File: config.mk
export PLATFORM = sky130hd
export DESIGN_NAME = pci_cfg_hdr_resp
export DESIGN_NICKNAME = d
export VERILOG_FILES = /design/src/rtl/pci_cfg_pkg.sv /design/src/rtl/pci_cfg_regs.sv /design/src/rtl/pci_cfg_rdmux.sv /design/src/rtl/pci_cfg_decode.sv /design/src/rtl/pci_cfg_hdr_resp.sv
export SDC_FILE = /design/constraint.sdc
export NUM_CORES = 1
export LEC_CHECK = 0
export BUFFER_PORTS_ARGS = -buffer_cell sky130_fd_sc_hd__clkbuf_2
export CAP_MARGIN = 0
export CORE_MARGIN = 10
export CORE_UTILIZATION = 53
export CTS_CLUSTER_SIZE = 8
export DETAILED_ROUTE_END_ITERATION = 10
export PLACE_DENSITY_LB_ADDON = 0.2
export SLEW_MARGIN = 20
export SYNTH_ARGS = -nofsm -noshare
export SYNTH_HDL_FRONTEND = slang
export SYNTH_SLANG_ARGS = --single-unit
File: constraint.sdc
create_clock -name clk -period 3.4 [get_ports clk]
set_input_delay 0.17 -clock clk [delete_from_list [all_inputs] [get_ports clk]]
set_output_delay 0.17 -clock clk [all_outputs]
set_load 0.02 [all_outputs]
File: src/rtl/pci_cfg_pkg.sv
package pci_cfg_pkg;
   // Byte offsets inside the configuration header
   localparam logic [7:0] OFS_ID0      = 8'h00;
   localparam logic [7:0] OFS_ID1      = 8'h01;
   localparam logic [7:0] OFS_ID2      = 8'h02;
   localparam logic [7:0] OFS_ID3      = 8'h03;
   localparam logic [7:0] OFS_CMD      = 8'h04;
   localparam logic [7:0] OFS_STAT_LO  = 8'h06;
   localparam logic [7:0] OFS_STAT_HI  = 8'h07;
   localparam logic [7:0] OFS_CLASS    = 8'h0B;
   localparam logic [7:0] OFS_FB_TOP   = 8'h13;
   localparam logic [7:0] OFS_FB_SIZE  = 8'h17;
   localparam logic [7:0] OFS_ROM_CTL  = 8'h30;
   localparam logic [7:0] OFS_ROM_LO   = 8'h32;
   localparam logic [7:0] OFS_ROM_HI   = 8'h33;
   localparam logic [7:0] OFS_IRQ_LINE = 8'h3C;
   localparam logic [7:0] OFS_IRQ_PIN  = 8'h3D;

   localparam logic [7:0] CMD_RD_MASK  = 8'hE3;
   localparam logic [7:0] CMD_RD_FORCE = 8'h80;
   localparam logic [7:0] ROM_LO_MASK  = 8'hFC;
   localparam logic [7:0] NO_FUNC_DATA = 8'hFF;

   localparam int CMD_IO_BIT  = 0;
   localparam int CMD_MEM_BIT = 1;

   // Snapshot of all writable header state
   typedef struct packed {
      logic [7:0] cmd;
      logic [7:0] fb_top;
      logic       rom_on;
      logic [7:0] rom_lo;
      logic [7:0] rom_hi;
      logic [7:0] irq_line;
   } cfg_state_t;
endpackage

File: src/rtl/pci_cfg_regs.sv
module pci_cfg_regs
   import pci_cfg_pkg::*;
#(
   parameter int FUNC_W = 3,
   parameter int ADDR_W = 8,
   parameter int DATA_W = 8
) (
   input  logic              clk,
   input  logic              rst_n,
   input  logic [FUNC_W-1:0] func,
   input  logic [ADDR_W-1:0] addr,
   input  logic              wr_en,
   input  logic [DATA_W-1:0] wr_data,
   output cfg_state_t        st
);
   localparam logic [FUNC_W-1:0] FUNC_ZERO = '0;

   if (DATA_W != 8) begin : g_bad_data_w
      $error("pci_cfg_regs: DATA_W must be 8");
   end
   if (ADDR_W < 8) begin : g_bad_addr_w
      $error("pci_cfg_regs: ADDR_W must be at least 8");
   end

   cfg_state_t st_q;
   logic       wr_ok;

   assign wr_ok = wr_en && (func == FUNC_ZERO);

   always_ff @(posedge clk or negedge rst_n) begin
      if (!rst_n) begin
         st_q <= '0;
      end else if (wr_ok) begin
         case (addr)
            ADDR_W'(OFS_CMD):      st_q.cmd      <= wr_data[7:0];
            ADDR_W'(OFS_FB_TOP):   st_q.fb_top   <= wr_data[7:0];
            ADDR_W'(OFS_ROM_CTL):  st_q.rom_on   <= wr_data[0];
            ADDR_W'(OFS_ROM_LO):   st_q.rom_lo   <= wr_data[7:0] & ROM_LO_MASK;
            ADDR_W'(OFS_ROM_HI):   st_q.rom_hi   <= wr_data[7:0];
            ADDR_W'(OFS_IRQ_LINE): st_q.irq_line <= wr_data[7:0];
            default: ;
         endcase
      end
   end

   assign st = st_q;

   AST_FOREIGN_FUNC_WRITE: assert property (@(posedge clk) disable iff (!rst_n)
      (wr_en && func != FUNC_ZERO) |=> $stable(st_q)) else $error("foreign write changed state");

   AST_BAR_TOP_CAPTURE: assert property (@(posedge clk) disable iff (!rst_n)
      (wr_ok && addr == ADDR_W'(OFS_FB_TOP)) |=> (st_q.fb_top == $past(wr_data[7:0]))) else $error("bar capture");

   AST_CMD_HOLD: assert property (@(posedge clk) disable iff (!rst_n)
      !(wr_ok && addr == ADDR_W'(OFS_CMD)) |=> $stable(st_q.cmd)) else $error("cmd changed");
endmodule

File: src/rtl/pci_cfg_rdmux.sv
module pci_cfg_rdmux
   import pci_cfg_pkg::*;
#(
   parameter int          FUNC_W    = 3,
   parameter int          ADDR_W    = 8,
   parameter logic [15:0] VENDOR_ID = 16'h1234,
   parameter logic [15:0] DEVICE_ID = 16'h1111,
   parameter logic [7:0]  CLASS_TOP = 8'h03,
   parameter logic [7:0]  FB_SIZE_B = 8'hE0
) (
   input  logic [FUNC_W-1:0] func,
   input  logic [ADDR_W-1:0] addr,
   input  cfg_state_t        st,
   output logic [7:0]        rd_data
);
   localparam logic [FUNC_W-1:0] FUNC_ZERO = '0;

   logic [7:0] hdr_byte;

   always_comb begin
      case (addr)
         ADDR_W'(OFS_ID0):      hdr_byte = VENDOR_ID[7:0];
         ADDR_W'(OFS_ID1):      hdr_byte = VENDOR_ID[15:8];
         ADDR_W'(OFS_ID2):      hdr_byte = DEVICE_ID[7:0];
         ADDR_W'(OFS_ID3):      hdr_byte = DEVICE_ID[15:8];
         ADDR_W'(OFS_CMD):      hdr_byte = (st.cmd & CMD_RD_MASK) | CMD_RD_FORCE;
         ADDR_W'(OFS_STAT_LO):  hdr_byte = 8'h80;
         ADDR_W'(OFS_STAT_HI):  hdr_byte = 8'h02;
         ADDR_W'(OFS_CLASS):    hdr_byte = CLASS_TOP;
         ADDR_W'(OFS_FB_TOP):   hdr_byte = st.fb_top;
         ADDR_W'(OFS_FB_SIZE):  hdr_byte = (st.fb_top != 8'h00) ? FB_SIZE_B : 8'h00;
         ADDR_W'(OFS_ROM_CTL):  hdr_byte = {7'b0, st.rom_on};
         ADDR_W'(OFS_ROM_LO):   hdr_byte = st.rom_lo;
         ADDR_W'(OFS_ROM_HI):   hdr_byte = st.rom_hi;
         ADDR_W'(OFS_IRQ_LINE): hdr_byte = st.irq_line;
         ADDR_W'(OFS_IRQ_PIN):  hdr_byte = 8'h01;
         default:               hdr_byte = 8'h00;
      endcase
   end

   assign rd_data = (func == FUNC_ZERO) ? hdr_byte : NO_FUNC_DATA;
endmodule

File: src/rtl/pci_cfg_decode.sv
module pci_cfg_decode
   import pci_cfg_pkg::*;
#(
   parameter int         AW         = 32,
   parameter int         FB_LOG2    = 24,
   parameter int         ROM_LOG2   = 16,
   parameter bit         ALIAS_EN   = 1'b1,
   parameter logic [7:0] ALIAS_TOP  = 8'hE0
) (
   input  logic          clk,
   input  logic          rst_n,
   input  cfg_state_t    st,
   output logic          io_vga_en,
   output logic          io_mode_en,
   output logic          mem_legacy_en,
   output logic          fb_win_en,
   output logic [AW-1:0] fb_win_base,
   output logic          alias_win_en,
   output logic          rom_win_en,
   output logic [AW-1:0] rom_win_base
);
   localparam int FB_TOP_W  = AW - FB_LOG2;
   localparam int ROM_TOP_W = AW - ROM_LOG2;

   if (FB_TOP_W != 8) begin : g_bad_fb
      $error("pci_cfg_decode: AW - FB_LOG2 must equal the 8-bit base byte");
   end
   if (ROM_TOP_W != 16) begin : g_bad_rom
      $error("pci_cfg_decode: AW - ROM_LOG2 must equal 16");
   end

   logic io_on, mem_on, fb_on;

   assign io_on  = st.cmd[CMD_IO_BIT];
   assign mem_on = st.cmd[CMD_MEM_BIT];
   assign fb_on  = mem_on && (st.fb_top != 8'h00);

   assign io_vga_en     = io_on;
   assign io_mode_en    = io_on;
   assign mem_legacy_en = mem_on;
   assign fb_win_en     = fb_on;
   assign fb_win_base   = {st.fb_top, {FB_LOG2{1'b0}}};
   assign rom_win_en    = st.rom_on;
   assign rom_win_base  = {st.rom_hi, st.rom_lo, {ROM_LOG2{1'b0}}};

   if (ALIAS_EN) begin : g_alias
      assign alias_win_en = fb_on && (st.fb_top != ALIAS_TOP);
   end else begin : g_no_alias
      assign alias_win_en = 1'b0;
   end

   AST_ALIAS_NEEDS_FB: assert property (@(posedge clk) disable iff (!rst_n)
      alias_win_en |-> fb_win_en) else $error("alias without fb");

   AST_FB_NEEDS_MEM: assert property (@(posedge clk) disable iff (!rst_n)
      fb_win_en |-> mem_legacy_en) else $error("fb without mem decode");

   AST_ROM_BASE_ALIGN: assert property (@(posedge clk) disable iff (!rst_n)
      rom_win_base[ROM_LOG2+1:ROM_LOG2] == 2'b00) else $error("rom base misaligned");
endmodule

File: src/rtl/pci_cfg_hdr_resp.sv
module pci_cfg_hdr_resp
   import pci_cfg_pkg::*;
#(
   parameter int          FUNC_W    = 3,
   parameter int          ADDR_W    = 8,
   parameter int          DATA_W    = 8,
   parameter int          AW        = 32,
   parameter int          FB_LOG2   = 24,
   parameter int          ROM_LOG2  = 16,
   parameter bit          ALIAS_EN  = 1'b1,
   parameter logic [7:0]  ALIAS_TOP = 8'hE0,
   parameter logic [15:0] VENDOR_ID = 16'h1234,
   parameter logic [15:0] DEVICE_ID = 16'h1111,
   parameter logic [7:0]  CLASS_TOP = 8'h03
) (
   input  logic              clk,
   input  logic              rst_n,
   input  logic [FUNC_W-1:0] cfg_func,
   input  logic [ADDR_W-1:0] cfg_addr,
   input  logic              cfg_wr_en,
   input  logic [DATA_W-1:0] cfg_wr_data,
   output logic [DATA_W-1:0] cfg_rd_data,
   output logic              io_vga_en,
   output logic              io_mode_en,
   output logic              mem_legacy_en,
   output logic              fb_win_en,
   output logic [AW-1:0]     fb_win_base,
   output logic              alias_win_en,
   output logic              rom_win_en,
   output logic [AW-1:0]     rom_win_base
);
   // Size bits reported for a window of 2**FB_LOG2 bytes in the top byte
   localparam logic [7:0] FB_SIZE_B = 8'((9'h100 - (9'h1 << (FB_LOG2 - 24 + 5))) & 9'h0FF) | 8'hE0;

   cfg_state_t st;
   logic [7:0] rd_byte;

   pci_cfg_regs #(.FUNC_W(FUNC_W), .ADDR_W(ADDR_W), .DATA_W(DATA_W)) regs_i (
      .clk(clk), .rst_n(rst_n), .func(cfg_func), .addr(cfg_addr),
      .wr_en(cfg_wr_en), .wr_data(cfg_wr_data), .st(st)
   );

   pci_cfg_rdmux #(
      .FUNC_W(FUNC_W), .ADDR_W(ADDR_W), .VENDOR_ID(VENDOR_ID),
      .DEVICE_ID(DEVICE_ID), .CLASS_TOP(CLASS_TOP), .FB_SIZE_B(FB_SIZE_B)
   ) rdmux_i (
      .func(cfg_func), .addr(cfg_addr), .st(st), .rd_data(rd_byte)
   );

   assign cfg_rd_data = DATA_W'(rd_byte);

   pci_cfg_decode #(
      .AW(AW), .FB_LOG2(FB_LOG2), .ROM_LOG2(ROM_LOG2),
      .ALIAS_EN(ALIAS_EN), .ALIAS_TOP(ALIAS_TOP)
   ) dec_i (
      .clk(clk), .rst_n(rst_n), .st(st),
      .io_vga_en(io_vga_en), .io_mode_en(io_mode_en),
      .mem_legacy_en(mem_legacy_en), .fb_win_en(fb_win_en),
      .fb_win_base(fb_win_base), .alias_win_en(alias_win_en),
      .rom_win_en(rom_win_en), .rom_win_base(rom_win_base)
   );

   AST_RESET_QUIET: assert property (@(posedge clk) disable iff (!rst_n)
      $rose(rst_n) |-> !(io_vga_en || mem_legacy_en || fb_win_en || alias_win_en || rom_win_en))
      else $error("decode active out of reset");
endmodule

* Word-level counts from Yosys, hierarchy flattened *
Index checks and enable logic that the tools add are counted.

storage, ports and cells
  word-level logic and storage cells = 37
  input bits = 22
  flip-flop bits (word level) = 38
  output and inout port bits = 78

operators by class
  equality and inequality tests = 15
  reduce and logical (&&, ||, !) cells = 13
  muxes and demuxes = 3

operators with widths
  operator                                        count
  case mux 8 bit (14 select lines)                1
  == test 8 x 6 -> 1 bit (second input constant)  5
  == test 8 x 3 -> 1 bit (second input constant)  3
  == test 8 x 2 -> 1 bit (second input constant)  2
  == test 8 x 5 -> 1 bit (second input constant)  2
  2-to-1 mux 8 bit                                2
  AND reduction 2 bit                             6
  == test 8 x 1 -> 1 bit (second input constant)  1
  == test 8 x 4 -> 1 bit (second input constant)  1
  zero test 8 bit                                 1
  != test 8 bit (second input constant)           1
  nonzero test 8 bit                              1
  logical AND 1 bit                               3
  zero test 3 bit                                 1
  OR reduction 2 bit                              1

* Longest topological paths before layout *
Gate-level depths: netlist of the first run.

  depth in word-level cells = 4
  mapped depth = 6
  mapped depth without buffers = 4

* Hierarchy *
From an unflattened synthesis of the first run, not the netlist that was laid out.

unflattened totals
  cells, all modules = 262
  area total of the unflattened synthesis = 2,771.4 um^2

by module, submodules not included
  module          times used  cells an instance  seq. area each (um^2)  area an instance (um^2)
  pci_cfg_regs    1           98                 975.9                  1,589.0
  pci_cfg_rdmux   1           88                 0.0                    621.8
  pci_cfg_decode  1           76                 0.0                    560.5

* Worst setup path before layout of the first run *
No wires, ideal clock.

  path type = input to output
  start = in cfg_addr[7]
  end = out cfg_rd_data[6]
  buffers on the path = 0
  slack = 1.376 ns
  stages on the path = 4
  data arrival time = 1.854 ns
  data required time = 3.230 ns
  cells stage by stage = or4b_4 -> nor3_4 -> a22oi_1 -> o311ai_0

on the way
  longest elaborated chain between the ends = 4
  elaborated cells between the ends (all ways) = 18
  classes of those cells = eq/ne: 14; mux: 2; reduce/logical: 2

ends and longest elaborated chain
  what                                  RTL line                text
  from (decl)                           pci_cfg_hdr_resp.sv:19  input logic [ADDR_W-1:0] cfg_addr,
  == test 8 x 2 -> 1 bit                pci_cfg_rdmux.sv:21     case (addr)
  OR reduction 2 bit (no line)          n/a
  case mux 8 bit (14 select lines) (*)  pci_cfg_rdmux.sv:21
  2-to-1 mux 8 bit (*)                  pci_cfg_rdmux.sv:41     assign rd_data = (func == FUNC_ZERO) ? hdr_byte : NO_FUNC_DATA;
  to (decl)                             pci_cfg_hdr_resp.sv:22  output logic [DATA_W-1:0] cfg_rd_data,

Mark *: on every way between the ends. The rest lies on a longest branch, timed or not.

* Worst setup path after layout of the first run *
  start = reg regs_i.st_q (netlist bit regs_i.st[25])
  end = out cfg_rd_data[6]

on the way
  longest elaborated chain between the ends = 4

ends and longest elaborated chain
  what                              RTL line             text
  from (decl)                       pci_cfg_regs.sv:25   cfg_state_t st_q;
  nonzero test 8 bit                pci_cfg_rdmux.sv:31  ADDR_W'(OFS_FB_SIZE): hdr_byte = (st.fb_top != 8'h00) ? FB_SIZE_B : 8'h00;
  2-to-1 mux 8 bit                  pci_cfg_rdmux.sv:31
  case mux 8 bit (14 select lines)  pci_cfg_rdmux.sv:21
  2-to-1 mux 8 bit                  pci_cfg_rdmux.sv:41

No other way between the ends.

==> results.tsv, run 1 <==
stage	metric	value	unit
run_status	status	complete, but fails checks	
run_status	failing checks	hold timing	
floorplanning	Die Y	88.28	um
placed_design	Post-Place Worst Slack	1.314	ns
clock_tree	Clock Latency Late Sink	0.29	ns
floorplanning	# rows	24	
global_route	initial antenna violation count	0	
routing	Routed WL	6.228	mm
floorplanning	Initial Util	55.60	%
yosys	post-synthesis sequential area ratio	35.44	%
global_route	pin count of the biggest net entering global routing	36	
finish	Multi-input gate area	1217	um2
worst_setup_path	startpoint types	register	
pwr	proportion of power drawn by combinational gates	15.9	%
clock_tree	clock tree sinks	35	
routing	DRT Pass-1 Iters	4	
hold_path	worst hold path type	input pin to asynchronous set/reset pin	
clock_tree	post-CTS sizing	0	
clock_tree	root buf cell	clkbuf_8	
pwr	LEAKAGE	0.001362	uW
routing	Avg WL per Cell	19.40	um
clock_tree	clock-pin slew on the worst setup and hold paths	0.07	ns
clock_tree	Post-CTS Hold Fix Bufs	0	
pwr	Sw Ratio	29.76	%
global_route	Remaining Overflow, GRT	0	
global_route	Total GRT Usage	15.49	%
yosys	top post-synthesis cells by area	dfrtp_1, buf_4, mux2_2	
yosys	synthesized area	2471	um2
yosys	Avg Inst Size Synth	10.34	um2
global_route	vias in the first global route	1769	
floorplanning	Ports	100	
worst_setup_path	Worst Path Arrival	2.24	ns
pwr	Power Density	328.3	nW/um2
yosys	Synth cell types	50	
yosys	number of synthesized flops with an enable pin	0	
worst_setup_path	CP Capture Type	primary output	
yosys	Syn. warnings	0	
placed_design	PortBufs	57	
finish	Final nets	292	
clock_tree	post-CTS setup buffers	0	
yosys	Main synth FF type	dfrtp_1	
pwr	P_sw	247.3	uW
yosys	fraction of registers with async set/reset	100.0	%
routing	antenna-violating nets left	0	
finish	# diodes	0	
floorplanning	die width	88.28	um
finish	Synth-to-Final Area Change	2.430	%
timing	fin crit period	2.408	ns
pwr	Int Pwr	583.7	uW
yosys	area leader, netlist	dfrtp_1	
finish	layout cells sized above 1	39.41	%
floorplanning	core region area	4444	um2
timing	final setup fails	0	
clock_tree	number of H-tree levels	2	
timing	crit share post-route	70.81	%
clock_tree	number of CTS-inserted buffers	5	
placed_design	Detail Placement HPWL	4.768	mm
timing	slew margin rel.	40.45	%
run	maximum capacitance violations	0	
timing	clk_skew	0	ns
timing	worst slew pin tran	0.8932	ns
yosys	post-synthesis instance total	239	
global_route	first-pass GRT wire length	9.418	mm
clock_tree	CTS tree	done	
floorplanning	DIE AREA	7793	um2
worst_setup_path	Critical Path Fanout Max	4	
finish	final core occ	56.95	%
routing	vias per cell	5.732	
pwr	Sequential Power Share	50.9	%
pwr	clock network power share	33.3	%
timing	Final WS setup	0.9924	ns
worst_setup_path	type of the worst setup path	register to primary output	
yosys	Synth top area share	35.44	%
timing	worst hold slack	-0.01106	ns
timing	Fmax achieved	415.4	MHz
routing	DR DRC count	0	
yosys	FF+latch count, synth	35	
routing	routed via count	1840	
worst_setup_path	CP required	3.23	ns
timing	RSZ-0062 raised after global routing	no	
finish	Layout fillers	416	
pwr	worst vdd ir	0.2282	mV
routing	DR iter-0 viols	129	
clock_tree	Max Root-Sink Buffers	2	
finish	max reg flops	35	
placed_design	gp weighted congestion	0.8513	
timing	final hold violations	9	
timing	final slew viol count	0	
timing	TNS Setup	0	ns
finish	Seq. cell area	875.8	um2
Yosys cell counts (2+ instances only):
master and count:
a31oi_1 4, nand3_1 10, and3_1 4, nor4_1 2
nor3_4 4, nor3_1 2, nor2_1 4, buf_4 65
nand4_2 2, a21boi_0 2, dfrtp_1 35, inv_1 2
mux2_1 2, clkbuf_1 4, a41oi_1 2, or4_1 2
o211ai_1 2, mux2_2 33, nand4_1 9, a21oi_1 3
nand2_1 7, or3_1 2, and2_1 3, buf_1 2
mux2i_1 3, and4_1 2, buf_2 4
cells by family after synthesis:
group | after synthesis | synth area share (%)
simple gates | 62 | 17.57
buf+inv | 77 | 21.77
other cells | 1 | 0.1518
compound gates | 25 | 7.544
mux | 38 | 17.16
flops | 35 | 35.44
xor+xnor | 1 | 0.3545
routing by layer:
| layer | part of all wire [%] | GRT usage, % | vias up |
|---|---|---|---|
| met5 | 0 | 0 | - |
| met1 | 43 | 20.32 | 887 |
| met4 | 1.4 | 6.021 | 0 |
| met2 | 43 | 23.11 | 114 |
| met3 | 13 | 5.055 | 9 |
| li1 | - | - | 830 |
cells in the final DEF, fill, tap and decap left out, drive strengths merged, types with 2 or more instances in the layout:
cell type	synthesis	routed
a31oi	4	4
and2	3	3
mux2	35	35
or4	2	2
nor3	7	7
inv	2	2
nand2	7	7
o211ai	2	2
a41oi	2	2
or3	2	2
mux2i	3	3
nor4	2	2
a21boi	2	2
and4	2	2
a21oi	3	3
dfrtp	35	35
clkbuf	4	63
nand4	11	11
nand3	10	10
and3	4	4
conb	1	42
nor2	4	4
power groups by stage:
stage | clock, uW | sequential, uW | combinational (uW)
finish | 276 | 423 | 132
global route | 302 | 423 | 142
CTS | 284 | 423 | 129
detailed placement | 0 | 430 | 129
global placement | 0 | 430 | 128
floorplan | 0 | 430 | 125
worst max-delay path: stages, from the launching register on:
cell and delay, ns:
dfrtp_1 0.42, or4_1 0.58, nor3_1 0.30, o31a_1 0.25
o311ai_0 0.18, clkbuf_2 0.21
stage by stage:
stage               cell area [um2]  std cells  hold WS [ns]  total power (uW)
global placement               2459        315        0.3345             558.6
floorplan                      2625        280       -0.1256             555.0
detailed placement             2459        315        0.3358             558.9
CTS                            2531        321       0.02278             835.4
global route                   2531        321       0.04819             867.1
finish                         2531        321      -0.01106             831.0
path summary, 6_finish.rpt:
path | from | endpoint | slack, ns | cells after the start
setup / recovery | regs_i.st[25] | cfg_rd_data[6] | 0.99 | 5
hold reg to reg | regs_i.st[4] | regs_i.st[4] | 0.51 | 1
setup reg to reg | regs_i.st[30] | regs_i.st[30] | 2.57 | 1
min in group clk | cfg_wr_data[3] | regs_i.st[3] | 0.16 | 2
max in group asynchronous | rst_n | regs_i.st[26] | 2.85 | 1
hold / removal | rst_n | regs_i.st[30] | -0.01 | 1
area by class of cell:
cell class | instances | area share [%]
multi-input combinational | 168 | 48.10
sequential | 35 | 34.60
timing repair buffer | 58 | 11.57
clock buffer | 6 | 2.867
tap | 52 | 2.570
inverter | 2 | 0.2966
Power figures use the tool's default switching activity.
==> inputs of run 2 (changes only) <==
--- a/config.mk
+++ b/config.mk
@@ -8,7 +8,7 @@
 export BUFFER_PORTS_ARGS = -buffer_cell sky130_fd_sc_hd__clkbuf_2
 export CAP_MARGIN = 0
 export CORE_MARGIN = 10
-export CORE_UTILIZATION = 53
+export CORE_UTILIZATION = 49
 export CTS_CLUSTER_SIZE = 8
 export DETAILED_ROUTE_END_ITERATION = 10
 export PLACE_DENSITY_LB_ADDON = 0.2
==> constraint.sdc (replaced) <==
create_clock -name clk -period 2.44 [get_ports clk]
set_input_delay 0.122 -clock clk [delete_from_list [all_inputs] [get_ports clk]]
set_output_delay 0.122 -clock clk [all_outputs]
set_load 0.02 [all_outputs]
==> run 2 against run 1 <==
Compared with the run above: the flow now finishes without violations; clock power increased by 67%; critical path depth unchanged; clock-buffer cell count increased by 1; critical path type unchanged.
==> results.tsv, run 2 (synthesis gave the netlist of run 1 again) <==
stage	metric	value	unit
finish	most common cell after layout, fill and taps aside	clkbuf_2	
timing	RSZ-0062 raised after global routing	no	
routing	routed via count	1834	
finish	post-route insts no fill	344	
floorplanning	core region area	4817	um2
finish	layout cells sized above 1	41.52	%
placed_design	gp weighted congestion	0.9244	
pwr	LEAKAGE	0.001406	uW
timing	final slew viol count	0	
timing	slew margin rel.	40.88	%
pwr	worst vdd ir	0.3435	mV
routing	DRT Pass-1 Iters	4	
finish	Synth-to-Final Area Change	6.582	%
routing	Avg WL per Cell	18.02	um
placed_design	Detail Placement HPWL	4.816	mm
routing	Met2 Wirelength	2.820	mm
finish	Final nets	298	
placed_design	PortBufs	57	
worst_setup_path	type of the worst setup path	register to primary output	
floorplanning	Ports	100	
clock_tree	clock tree sinks	35	
timing	final setup fails	0	
floorplanning	Initial Util	51.30	%
worst_setup_path	R2R setup slack	1.59	ns
clock_tree	CTS tree	done	
floorplanning	DIE AREA	8284	um2
clock_tree	Max Root-Sink Buffers	2	
clock_tree	number of CTS-inserted buffers	5	
global_route	Remaining Overflow, GRT	0	
placed_design	placed cells	335	
finish	final core occ	54.68	%
global_route	vias in the first global route	1826	
timing	Fmax achieved	432.5	MHz
routing	DR iter-0 viols	161	
hold_path	worst hold start	cfg_wr_data[2]	
routing	DR DRC count	0	
finish	Multi-input gate area	1222	um2
finish	# diodes	0	
worst_setup_path	Critical R2R Capture	regs_i.st[29]	
routing	Top Layer Used	met4	
global_route	initial antenna violation count	0	
timing	worst slew pin tran	0.8868	ns
hold_path	worst hold path type	input pin to register	
floorplanning	# rows	25	
timing	final hold violations	0	
worst_setup_path	CP required	2.32	ns
routing	met3 WL post-DR	654	um
worst_setup_path	CP Capture Type	primary output	
clock_tree	clock-pin slew on the worst setup and hold paths	0.07	ns
routing	M1 WL	2.658	mm
finish	Seq. cell area	875.8	um2
pwr	Total Power	1239	uW
global_route	pin count of the biggest net entering global routing	36	
worst_setup_path	Critical Path Fanout Max	4	
worst_setup_path	reg2reg start	regs_i.st[29]	
routing	antenna-violating nets left	0	
hold_path	hold path depth	2	
worst_setup_path	startpoint types	register	
hold_path	hold endpoint	regs_i.st[10]	
global_route	Total GRT Usage	14.49	%
finish	max reg flops	35	
timing	clk_skew	0	ns
clock_tree	number of H-tree levels	2	
timing	crit share post-route	94.77	%
finish	Layout fillers	443	
clock_tree	Clock Latency Late Sink	0.28	ns
global_route	first-pass GRT wire length	9.915	mm
floorplanning	die width	91.02	um
finish	commonest cells after routing, fill and taps aside	clkbuf_2, conb_1, dfrtp_1	
clock_tree	root buf cell	clkbuf_8	
pwr	Power Density	470.3	nW/um2
timing	fin crit period	2.312	ns
run_status	status	finished clean	
worst_setup_path	worst reg2reg path depth	1	
timing	TNS Setup	0	ns
floorplanning	Die Y	91.02	um
worst_setup_path	Worst Path Arrival	2.19	ns
routing	Routed WL	6.198	mm
routing	vias per cell	5.331	
run	maximum capacitance violations	0	
run 2: cell count changes in the layout (fill, tap and decap cells not counted):
cell,previous run,this run
dlygate4sd3_1,0,1
buf_4,1,6
clkinvlp_4,0,1
nor3_2,1,2
nor3_1,2,1
clkbuf_8,5,7
clkbuf_1,1,0
run 2: power by group:
group          internal [uW]  switching, uW  leakage [uW]
registers                585           3.97      0.000488
logic                   42.8            145      0.000868
clock network            257            206     0.0000505
run 2: worst max path at each step:
stage,end,from
2_1_floorplan,cfg_rd_data[6],cfg_addr[7]
3_3_place_gp,cfg_rd_data[6],regs_i.st[26]
3_5_place_dp,cfg_rd_data[6],regs_i.st[26]
4_1_cts,cfg_rd_data[6],regs_i.st[26]
5_1_grt,cfg_rd_data[6],regs_i.st[26]
6_report,cfg_rd_data[6],regs_i.st[26]
run 2: what timing repair did:
item / CTS / global route
gates resized for setup: 0 / 1
hold endpoints to repair: 35 / 0
buffers inserted: 0 / 0
hold buffers: 1 / 0
setup endpoints to repair: 0 / 1
run 2: critical path: stages, from the launching register on:
cell and delay [ns]:
dfrtp_1 0.44, or4_1 0.61, nor3_2 0.26, o31a_1 0.24
o311ai_0 0.16, clkbuf_2 0.19
run 2: metal layers:
layer,up-vias,GRT usage (%)
met5,-,0
met4,0,3.133
met3,5,5.926
met2,103,22.91
met1,888,18.12
li1,838,-
run 2: final cells by class:
type,instances,area share [%]
Inverter,2,0.2850
Clock inverter,1,0.2850
Multi-Input combinational cell,168,46.41
Clock buffer,7,3.658
Tap cell,67,3.183
Sequential cell,35,33.25
Timing Repair Buffer,64,12.92
run 2: metrics by stage:
stage | hold slack (ns) | area, um2 | setup slack (ns)
global route | 0.1120 | 2634 | 0.04364
global placement | 0.2851 | 2515 | 0.3514
finish | 0.1111 | 2634 | 0.1277
detailed placement | 0.2803 | 2515 | 0.3739
floorplan | -0.1736 | 2625 | 0.5120
CTS | 0.1038 | 2629 | 0.04910
